===== src/rtl/cck_pkg.sv =====
package cck_pkg;
    localparam int PH_W   = 2;
    localparam int CHIPS  = 8;
    localparam int CNT_W  = $clog2(CHIPS);
    localparam int BYTE_W = 8;

    typedef logic [PH_W-1:0]  phase_t;
    typedef logic [CNT_W-1:0] chip_idx_t;

    typedef struct packed {
        phase_t a;   // differential phase
        phase_t b;
        phase_t c;
        phase_t d;
    } phase_set_t;

    typedef struct packed {
        logic i;
        logic q;
    } iq_t;

    // absolute phase selection
    function automatic phase_t abs_phase(input logic [1:0] dib);
        return phase_t'(dib);
    endfunction

    // differential step: Gray order of rotation
    function automatic phase_t diff_step(input logic [1:0] dib);
        case (dib)
            2'b00:   return phase_t'(0);
            2'b01:   return phase_t'(1);
            2'b11:   return phase_t'(2);
            default: return phase_t'(3);
        endcase
    endfunction

    // phase of chip k: b on even chips, c where k[1]==0, d on the first half,
    // a negation (+2) on chips 3 and 6
    function automatic phase_t chip_phase(input phase_set_t s, input chip_idx_t k);
        phase_t sum;
        sum = s.a;
        if (!k[0]) sum = sum + s.b;
        if (!k[1]) sum = sum + s.c;
        if (!k[2]) sum = sum + s.d;
        if (k == chip_idx_t'(3) || k == chip_idx_t'(6)) sum = sum + phase_t'(2);
        return sum;
    endfunction

    function automatic iq_t phase_to_iq(input phase_t p);
        iq_t r;
        r.i = ~(p[1] ^ p[0]);
        r.q = ~p[1];
        return r;
    endfunction
endpackage


===== src/rtl/cck_phase_gen.sv =====
module cck_phase_gen
    import cck_pkg::*;
(
    input  logic              clk,
    input  logic              rst,
    input  logic              load,
    input  logic [BYTE_W-1:0] dat,
    output phase_set_t        ph
);
    always_ff @(posedge clk) begin
        if (rst) begin
            ph <= '0;
        end else if (load) begin
            ph.a <= ph.a + diff_step({dat[0], dat[1]});
            ph.b <= abs_phase({dat[2], dat[3]});
            ph.c <= abs_phase({dat[4], dat[5]});
            ph.d <= abs_phase({dat[6], dat[7]});
        end
    end

    // phases (including the differential reference) move only on a load
    a_r8_phase_hold: assert property (@(posedge clk) disable iff (rst)
        !load |=> $stable(ph));
endmodule


===== src/rtl/cck_chip_seq.sv =====
module cck_chip_seq
    import cck_pkg::*;
(
    input  logic      clk,
    input  logic      rst,
    input  logic      accept,
    input  logic      chip_en,
    output logic      busy,
    output chip_idx_t cnt
);
    localparam chip_idx_t LAST = chip_idx_t'(CHIPS - 1);

    logic step;
    assign step = busy && chip_en;

    always_ff @(posedge clk) begin
        if (rst) begin
            busy <= 1'b0;
            cnt  <= '0;
        end else if (accept) begin
            busy <= 1'b1;
            cnt  <= '0;
        end else if (step) begin
            cnt <= cnt + chip_idx_t'(1);
            if (cnt == LAST) busy <= 1'b0;
        end
    end

    // each emitted chip advances the sequence by one
    a_r7_chip_advance: assert property (@(posedge clk) disable iff (rst)
        (step && cnt != LAST) |=> (busy && cnt == $past(cnt) + chip_idx_t'(1)));
    // without a strobe the sequence holds
    a_r7_chip_hold: assert property (@(posedge clk) disable iff (rst)
        (busy && !chip_en) |=> (busy && $stable(cnt)));
    // the last chip releases the symbol
    a_r8_release: assert property (@(posedge clk) disable iff (rst)
        (step && cnt == LAST) |=> !busy);
endmodule


===== src/rtl/cck_iq_out.sv =====
module cck_iq_out
    import cck_pkg::*;
(
    input  phase_set_t ph,
    input  chip_idx_t  cnt,
    input  logic       busy,
    input  logic       chip_en,
    output logic       chip_valid,
    output logic       chip_i,
    output logic       chip_q
);
    phase_t lane [CHIPS];

    for (genvar k = 0; k < CHIPS; k++) begin : g_lane
        assign lane[k] = chip_phase(ph, chip_idx_t'(k));
    end

    iq_t sel;
    always_comb begin
        sel        = phase_to_iq(lane[cnt]);
        chip_valid = busy && chip_en;
        chip_i     = sel.i;
        chip_q     = sel.q;
    end
endmodule


===== src/rtl/cck_mod4_encoder.sv =====
module cck_mod4_encoder
    import cck_pkg::*;
(
    input  logic              clk,
    input  logic              rst,
    input  logic              in_valid,
    input  logic [BYTE_W-1:0] in_data,
    output logic              in_ready,
    input  logic              chip_en,
    output logic              chip_valid,
    output logic              chip_i,
    output logic              chip_q
);
    logic       busy;
    logic       accept;
    chip_idx_t  cnt;
    phase_set_t ph;

    assign in_ready = !busy;
    assign accept   = in_valid && in_ready;

    cck_phase_gen u_phase (
        .clk  (clk),
        .rst  (rst),
        .load (accept),
        .dat  (in_data),
        .ph   (ph)
    );

    cck_chip_seq u_seq (
        .clk     (clk),
        .rst     (rst),
        .accept  (accept),
        .chip_en (chip_en),
        .busy    (busy),
        .cnt     (cnt)
    );

    cck_iq_out u_out (
        .ph         (ph),
        .cnt        (cnt),
        .busy       (busy),
        .chip_en    (chip_en),
        .chip_valid (chip_valid),
        .chip_i     (chip_i),
        .chip_q     (chip_q)
    );

    // an accepted byte closes the input until its chips are out
    a_r8_ready_drops: assert property (@(posedge clk) disable iff (rst)
        (in_valid && in_ready) |=> !in_ready);
    // chips only while a symbol is held
    a_r9_no_idle_chip: assert property (@(posedge clk) disable iff (rst)
        chip_valid |-> !in_ready);
endmodule


===== config.mk =====
export PLATFORM = sky130hd
export DESIGN_NAME = cck_mod4_encoder
export DESIGN_NICKNAME = d
export VERILOG_FILES = /design/src/rtl/cck_pkg.sv /design/src/rtl/cck_phase_gen.sv /design/src/rtl/cck_chip_seq.sv /design/src/rtl/cck_iq_out.sv /design/src/rtl/cck_mod4_encoder.sv
export SDC_FILE = /design/constraint.sdc
export NUM_CORES = 1
export LEC_CHECK = 0
export CORE_UTILIZATION = 55
export DETAILED_ROUTE_END_ITERATION = 12
export PLACE_DENSITY_LB_ADDON = 0.05
export SETUP_SLACK_MARGIN = 0.2
export SYNTH_ARGS = -nofsm -noshare
export SYNTH_HDL_FRONTEND = slang
export SYNTH_SLANG_ARGS = --single-unit

===== constraint.sdc =====
create_clock -name clk -period 7.6 [get_ports clk]
set_input_delay 1.9 -clock clk [delete_from_list [all_inputs] [get_ports clk]]
set_output_delay 1.9 -clock clk [all_outputs]
set_load 0.02 [all_outputs]

# Word level (Yosys, flattened, before mapping)
# Index checks and enable logic that the tools add are counted.
# totals
reg_bits	12
in_bits	12
output_inout_bits	4
word_cells	42
# op_classes
addsub	11
order_cmp	1
n_eq_ne	3
muxes	9
bitwise	4
n_reduce_logical	8
# ops
cell	count
2-bit adder	8
2-bit 2-to-1 mux	4
2-bit binary-select mux with 3-bit select	1
2-bit case mux with 3 select lines	1
2-bit adder (second input constant)	2
4-bit >= comparator (second input constant)	1
3-bit inverter with 4-bit output	1
2-bit nonzero test	2
3-bit by 1-bit adder with 3-bit output (second input constant)	1
3-bit equality test (second input constant)	1
1-bit 2-to-1 mux	3
2-bit by 1-bit equality test with 1-bit output (second input constant)	1
2-bit equality test (second input constant)	1
1-bit logical AND	2
2-bit zero test	1
1-bit inverter	2
2-bit AND reduction	1
2-bit OR reduction	1
1-bit zero test	1
1-bit bitwise XOR	1

# Depth between registers and ports, before layout
# Gate-level depths: netlist of run 1.
# depth
word_depth	8
ltp_mapped	9

# Hierarchy
# A second synthesis of run 1 with hierarchy kept.
# unflattened
cells_unflattened	94
area_unflattened_um2	991.0
# by_module_without_submodules
mod	instances	cells_per_inst	area_each_um2
cck_iq_out	1	39	425.4
cck_phase_gen	1	35	360.3
cck_chip_seq	1	18	195.2
cck_mod4_encoder	1	2	10.0

# Worst setup path before layout of run 1
# No wires, ideal clock.
# synth_timing
path_kind	register to output
from	register, netlist name u_phase.ph[6]
to	output chip_i
t_arrival_ns	2.378
slack_ns	3.322
stages_incl_launch_ff	10
cell_sequence	dfxtp_1 ha_1 ha_1 ha_1 xnor2_1 nor2_1 xnor3_4 nand2b_1 a22oi_2 xnor2_1
# synth_via
elab_chain_cells	8
elab_cells_between_ends	14
cone_classes	add/sub: 9; mux: 3; bitwise: 2
# synth_lines
element	line_no	rtl
2-bit adder	cck_pkg.sv:42	if (!k[0]) sum = sum + s.b;
2-bit adder	cck_pkg.sv:43	if (!k[1]) sum = sum + s.c;
2-bit adder	cck_pkg.sv:44	if (!k[2]) sum = sum + s.d;
2-bit binary-select mux with 3-bit select *	cck_iq_out.sv:20	sel = phase_to_iq(lane[cnt]);
2-bit 2-to-1 mux (not written as such) * (2 in series)	cck_iq_out.sv:20	
1-bit bitwise XOR *	cck_pkg.sv:51	r.i = ~(p[1] ^ p[0]);
1-bit inverter *	cck_pkg.sv:51	
end, declared	cck_mod4_encoder.sv:11	output logic chip_i,
# Every way passes the cells marked *; elsewhere a longest branch is shown, timed or not. The select of a mux whose other input is x is not followed.

# Final worst setup path of run 1
# layout_timing
from	input chip_en
to	output chip_valid
# layout_via
elab_chain_cells	1
# layout_lines
element	line_no	rtl
start, declared	cck_mod4_encoder.sv:9	input logic chip_en,
1-bit logical AND	cck_iq_out.sv:21	chip_valid = busy && chip_en;
end, declared	cck_mod4_encoder.sv:10	output logic chip_valid,
# Every way passes these cells.

==> impl_metrics.yaml, run 1 <==
status:
  run_status: "finished, final reports clean"
sta:
  finalCritPeriodShare: 0.671
  timing.hold.ws_ns: 0.466
  hold_violations: 0
  rsz0062_at_grt: "no"
  worst_pin_slew_ns: 0.727
  slew-limit-headroom: 0.514
  timing_max_transition_violations_final: 0
  setup-tns-final_ns: 0
  skew_ns: 0.00273
  achievable-frequency_mhz: 196
  period_minus_slack_ns: 5.10
  setup_viol: 0
synthesis:
  synth-seq-area-share: 0.270
  synth_cells: 97
  synth_flop_cell: "sky130_fd_sc_hd__dfxtp_1"
  post_synth_main_area_contributors: "sky130_fd_sc_hd__dfxtp_1 27%, sky130_fd_sc_hd__ha_1 17%, sky130_fd_sc_hd__xnor2_1 6.9%"
  ys_ff_latch: 12
  synth-warning-count: 0
  synth.net_count: 121
  postSynthAreaPerCell_sq_um: 9.16
  syn_area_sq_um: 888
  yosysUniqueCellTypes: 26
  async_reset_ff_frac: 0
  synth.largest_area_cell: "sky130_fd_sc_hd__dfxtp_1"
  synthDominantCellAreaShare: 0.270
  synth_edf_count: 0
cells_and_area:
  most-common-layout-cells: "16 x sky130_fd_sc_hd__nand2_1, 15 x sky130_fd_sc_hd__clkdlybuf4s50_1, 12 x sky130_fd_sc_hd__ha_1, 12 x sky130_fd_sc_hd__dfxtp_1, 8 x sky130_fd_sc_hd__a21oi_1"
  syn2layout_area_growth_pct: 20.7
  finalNetCount: 137
  num_antenna_cells: 0
  leading_cell_type_in_the_layout_fill_and_taps_excluded: "sky130_fd_sc_hd__nand2_1"
  layout.area.seq_sq_um: 240
  final_layout_size_suffix_gt1_frac: 0.107
  fill_cells: 127
  area_of_the_multi_input_gates_sq_um: 603
setup_path:
  worstSetupStartpointType: "input pin"
  ff2ff_path_depth: 4
  crit_fanout: 4
  timing.rr.end: "u_phase.ph[7]"
  path_class: "in -> out"
  worst-endpoint-required_ns: 5.70
  worst-r2r-setup-slack_ns: 6.17
  r2r-start: "u_seq.busy"
  setup.worst_path.end_class: "output port"
  cp.arrival_ns: 3.20
routing:
  routed_wirelength_um: 1620
  drc_violation_count_after_routing: 0
  drt_iter0_drc: 12
  avg_wl_per_cell_um: 12.7
  ant_nets: 0
  vias_per_std_cell: 5.31
  drtPass1Iterations: 4
  via_count: 680
global_route:
  grt_use_total: 0.218
  use_met3: 0.0647
  grt_overflow: 0
  vias_in_the_first_global_route: 648
  grt-busiest-layer: "met2"
  gr-usage-met1: 0.262
  pin_count_of_the_biggest_net_entering_global_routing: 13
  grt_first_pass_wirelength_um: 2840
  gr-usage-met2: 0.357
  grt_antenna_before_repair: 0
power:
  leakagePower_nw: 0.487
  seq_power_share: 0.376
  power_switching_w: 0.0000564
  swShare: 0.298
  power_frac_clock: 0.264
  peakVddDrop_mv: 0.121
  internal_power_w: 0.000133
  power.combinational.fraction: 0.360
  p_per_area_nw_per_um2: 177
clock_tree:
  insertion_delay_ns: 0.27
  cts_made_buffers: 3
  ctsResizeCount: 0
  cts.repair_timing.setup_buffer_count: 0
  clock_tree.root_cell: "sky130_fd_sc_hd__clkbuf_4"
  ctsLongestPathBuffers: 2
  numClockSinks: 12
  total_number_of_h_tree_levels: 1
  tritoncts: "yes"
  postCtsHoldBufs: 0
  clk_pin_slew_worst_paths_ns: 0.08
placement:
  io_buffers: 15
  gp_congestion: 0.789
  detailed_place_hpwl_um: 1270
die:
  floorplan.die.height_um: 42.2
  floorplan.rows: 14
  pin_count: 16
  start_util: 0.590
  die-area_sq_um: 1780
  die_width_um: 42.2
  placeableCoreArea_sq_um: 1510
min_path:
  hold-path-cell-count: 2
  hold_end: "u_phase.ph[3]"
  min-delay-path-class: "reg -> reg"
  worst_hold_start: "u_phase.ph[3]"
run:
  maxCapViolations: 0
cells by family after synthesis:
kind of cell,Yosys count,synth area share
simple gates,31,0.151
compound gates,14,0.118
xor+xnor,13,0.156
fa+ha+maj,12,0.169
flops,12,0.270
buf+inv,10,0.0507
mux,5,0.0845
power by group through the flow:
| stage | Combinational [W] | Sequential, W | Clock, W |
|---|---|---|---|
| floorplan | 0.0000472 | 0.0000704 | 0 |
| global placement | 0.0000655 | 0.0000725 | 0 |
| detailed placement | 0.0000685 | 0.0000727 | 0 |
| CTS | 0.0000690 | 0.0000712 | 0.0000515 |
| global route | 0.0000752 | 0.0000718 | 0.0000549 |
| finish | 0.0000683 | 0.0000712 | 0.0000500 |
metrics by stage:
| step | cells | area (sq um) | util | setup slack, ns | power [W] |
|---|---|---|---|---|---|
| global placement | 124 | 1040 | 0.688 | 2.53 | 0.000138 |
| floorplan | 97 | 888 | - | 3.32 | 0.000118 |
| finish | 128 | 1070 | 0.712 | 2.50 | 0.000190 |
| global route | 128 | 1070 | 0.712 | 2.36 | 0.000202 |
| detailed placement | 124 | 1040 | 0.688 | 2.52 | 0.000141 |
| CTS | 128 | 1070 | 0.712 | 2.49 | 0.000192 |
final cells by class:
cell class / instances / area share
Multi-Input combinational cell: 75 / 0.562
Sequential cell: 12 / 0.224
Inverter: 6 / 0.0210
Clock buffer: 4 / 0.0338
Timing Repair Buffer: 15 / 0.140
Tap cell: 16 / 0.0187
worst max-delay path: stages:
cell and delay [ns]:
sky130_fd_sc_hd__clkdlybuf4s50_1 0.45, sky130_fd_sc_hd__nand2_1 0.14, sky130_fd_sc_hd__inv_1 0.11, sky130_fd_sc_hd__clkdlybuf4s50_1 0.60
sequential cells by signal, summed over array words and instances, names as in the netlist:
name / cells
u_phase.ph: 8
u_seq.busy: 1
u_seq.cnt: 3
cells in the mapped netlist (all sizes together), types with 2 or more instances:
library cell	number
xnor2	7
xor2	5
dfxtp	12
inv	6
a221oi	2
ha	12
mux2i	3
a21oi	8
nor2	6
nor3	3
nor2b	2
nand2	16
mux4	2
clkbuf	2
buf	2
worst max-delay path by stage:
stage                             start          to  slack, ns  cells past startpoint
after CTS                       chip_en  chip_valid       2.49                      4
after floorplan           u_phase.ph[6]      chip_i       3.32                      9
after detailed placement        chip_en  chip_valid       2.52                      4
final                           chip_en  chip_valid       2.50                      4
after global routing      u_phase.ph[6]      chip_i       2.36                     10
after global placement          chip_en  chip_valid       2.53                      4
metal layers:
metal	up-vias	part of all wire
met3	2	0.019
met1	307	0.47
met4	0	0.0062
li1	364	-
met2	7	0.50
met5	-	0
Note: power is estimated with default switching activity, not from simulation.
==> run 2, diff against run 1 <==
Settings changed: CORE_UTILIZATION 55 to 51.
Clock period 7.6 ns to 4.81 ns, I/O delays scaled along.
==> run 2 against run 1 <==
  * Core utilization fell by 2.4 points
  * Sequential share of layout area unchanged
  * Final cell count is the same
  * Die area is 7.5% higher
  * Global-route usage up 0.32 points
  * Non-clock buffer count unchanged
  * Critical path depth is 6 higher
  * Sequential power increased by 57%
  * Worst hold slack better by 0.0053 ns
  * Critical path type is now reg -> out
  * Flip-flop and latch count is the same
==> impl_metrics.yaml, run 2 (synthesis gave the netlist of run 1 again) <==
status:
  run_status: "finished, final reports clean"
power:
  seq_power_share: 0.370
  p_per_area_nw_per_um2: 283
  peakVddDrop_mv: 0.182
  swShare: 0.308
  internal_power_w: 0.000210
  power_switching_w: 0.0000934
  leakagePower_nw: 0.487
  power.combinational.fraction: 0.354
  power_frac_clock: 0.276
sta:
  timing_max_transition_violations_final: 0
  period_minus_slack_ns: 4.30
  skew_ns: 0.00149
  setup-tns-final_ns: 0
  finalCritPeriodShare: 0.894
  worst_pin_slew_ns: 0.782
  setup_viol: 0
  hold_violations: 0
  rsz0062_at_grt: "no"
  slew-limit-headroom: 0.478
  achievable-frequency_mhz: 232
min_path:
  hold_end: "u_phase.ph[3]"
  min-delay-path-class: "reg -> reg"
  worst_hold_start: "u_phase.ph[3]"
  hold-path-cell-count: 2
cells_and_area:
  most-common-layout-cells: "16 x sky130_fd_sc_hd__nand2_1, 15 x sky130_fd_sc_hd__clkdlybuf4s50_1, 12 x sky130_fd_sc_hd__ha_1, 12 x sky130_fd_sc_hd__dfxtp_1, 8 x sky130_fd_sc_hd__a21oi_1"
  regMostFlops: "u_phase.ph"
  final_layout_size_suffix_gt1_frac: 0.107
  num_antenna_cells: 0
  top_regs: "u_phase.ph (8), u_seq.cnt (3), u_seq.busy (1)"
  syn2layout_area_growth_pct: 20.7
  flip_flop_count_of_the_largest_register_after_layout: 8
  leading_cell_type_in_the_layout_fill_and_taps_excluded: "sky130_fd_sc_hd__nand2_1"
  final_core_util: 0.688
  fill_cells: 133
  finalNetCount: 137
clock_tree:
  clk_pin_slew_worst_paths_ns: 0.08
  ctsLongestPathBuffers: 2
  numClockSinks: 12
  ctsResizeCount: 0
  clock_tree.root_cell: "sky130_fd_sc_hd__clkbuf_4"
  total_number_of_h_tree_levels: 1
  cts.repair_timing.setup_buffer_count: 0
  tritoncts: "yes"
  cts_made_buffers: 3
  insertion_delay_ns: 0.28
  postCtsHoldBufs: 0
global_route:
  grt_overflow: 0
  grt_use_total: 0.221
  vias_in_the_first_global_route: 690
  grt_first_pass_wirelength_um: 2970
  pin_count_of_the_biggest_net_entering_global_routing: 13
  grt_antenna_before_repair: 0
die:
  floorplan.rows: 14
  floorplan.die.height_um: 43.7
  pin_count: 16
  start_util: 0.570
  die-area_sq_um: 1910
  die_width_um: 43.7
  placeableCoreArea_sq_um: 1560
setup_path:
  setup.worst_path.end_class: "output port"
  path_class: "reg -> out"
  worstSetupStartpointType: "flop"
  timing.rr.end: "u_phase.ph[7]"
  worst-endpoint-required_ns: 3.61
  crit_fanout: 6
  r2r-start: "u_seq.busy"
  cp.arrival_ns: 3.10
  ff2ff_path_depth: 4
  worst-r2r-setup-slack_ns: 3.33
routing:
  drt_iter0_drc: 8
  vias_per_std_cell: 5.51
  ant_nets: 0
  drc_violation_count_after_routing: 0
  routed_wirelength_um: 1690
  via_count: 705
  drtPass1Iterations: 4
  avg_wl_per_cell_um: 13.2
placement:
  detailed_place_hpwl_um: 1320
  io_buffers: 15
  gp_congestion: 0.783
run:
  maxCapViolations: 0
## run 2: cell counts in the layout (fill, tap and decap cells not counted)
Identical to the previous run, type by type.
## run 2: through the flow
| stage | total power (W) | std cells | setup slack [ns] | cell area (sq um) | hold slack, ns |
|---|---|---|---|---|---|
| floorplan | 0.000186 | 97 | 1.23 | 888 | 0.441 |
| global placement | 0.000218 | 124 | 0.883 | 1040 | 0.458 |
| detailed placement | 0.000223 | 124 | 0.808 | 1040 | 0.463 |
| CTS | 0.000306 | 128 | 0.493 | 1070 | 0.474 |
| global route | 0.000320 | 128 | 0.342 | 1070 | 0.502 |
| finish | 0.000304 | 128 | 0.509 | 1070 | 0.472 |
## run 2: worst max-delay path by stage
stage,depth (start not counted),slack (ns),from,endpoint
after detailed placement,10,0.81,u_phase.ph[6],chip_i
after floorplan,9,1.23,u_phase.ph[6],chip_i
after global placement,10,0.88,u_phase.ph[6],chip_i
final,10,0.51,u_phase.ph[6],chip_i
after CTS,10,0.49,u_phase.ph[6],chip_i
after global routing,10,0.34,u_phase.ph[6],chip_i
## run 2: power groups by stage
stage | registers (W) | logic, W | clock network, W
6_report | 0.000112 | 0.000107 | 0.0000839
5_1_grt | 0.000113 | 0.000118 | 0.0000889
4_1_cts | 0.000112 | 0.000109 | 0.0000851
3_5_place_dp | 0.000115 | 0.000109 | 0
3_3_place_gp | 0.000114 | 0.000103 | 0
2_1_floorplan | 0.000111 | 0.0000746 | 0
## run 2: layout make-up
cell class,count,area (sq um),area share
Tap cell,16,20.0,0.0187
Inverter,6,22.5,0.0210
Sequential cell,12,240,0.224
Multi-Input combinational cell,75,603,0.562
Timing Repair Buffer,15,150,0.140
Clock buffer,4,36.3,0.0338
## run 2: worst max-delay path, stage by stage, from the launching register on
cell and delay [ns]:
sky130_fd_sc_hd__dfxtp_1 0.43, sky130_fd_sc_hd__ha_1 0.30, sky130_fd_sc_hd__ha_1 0.30, sky130_fd_sc_hd__ha_1 0.19, sky130_fd_sc_hd__xnor2_1 0.12, sky130_fd_sc_hd__nor2_1 0.13, sky130_fd_sc_hd__xnor3_4 0.39, sky130_fd_sc_hd__nand2b_1 0.10
sky130_fd_sc_hd__a22oi_2 0.07, sky130_fd_sc_hd__xnor2_1 0.17, sky130_fd_sc_hd__clkdlybuf4s50_1 0.61
## run 2: layer usage
layer	vias up	global-route usage	part of all wire
met5	-	0	0
met4	0	0.131	0.026
met3	4	0.0500	0.028
met2	10	0.367	0.49
met1	324	0.259	0.45
li1	367	-	-
==> run 3, diff against run 2 <==
Settings changed: HOLD_SLACK_MARGIN set to 0.05.
==> results of run 3 <==
No change in the layout: final DEF, timing and power equal those of run 2.
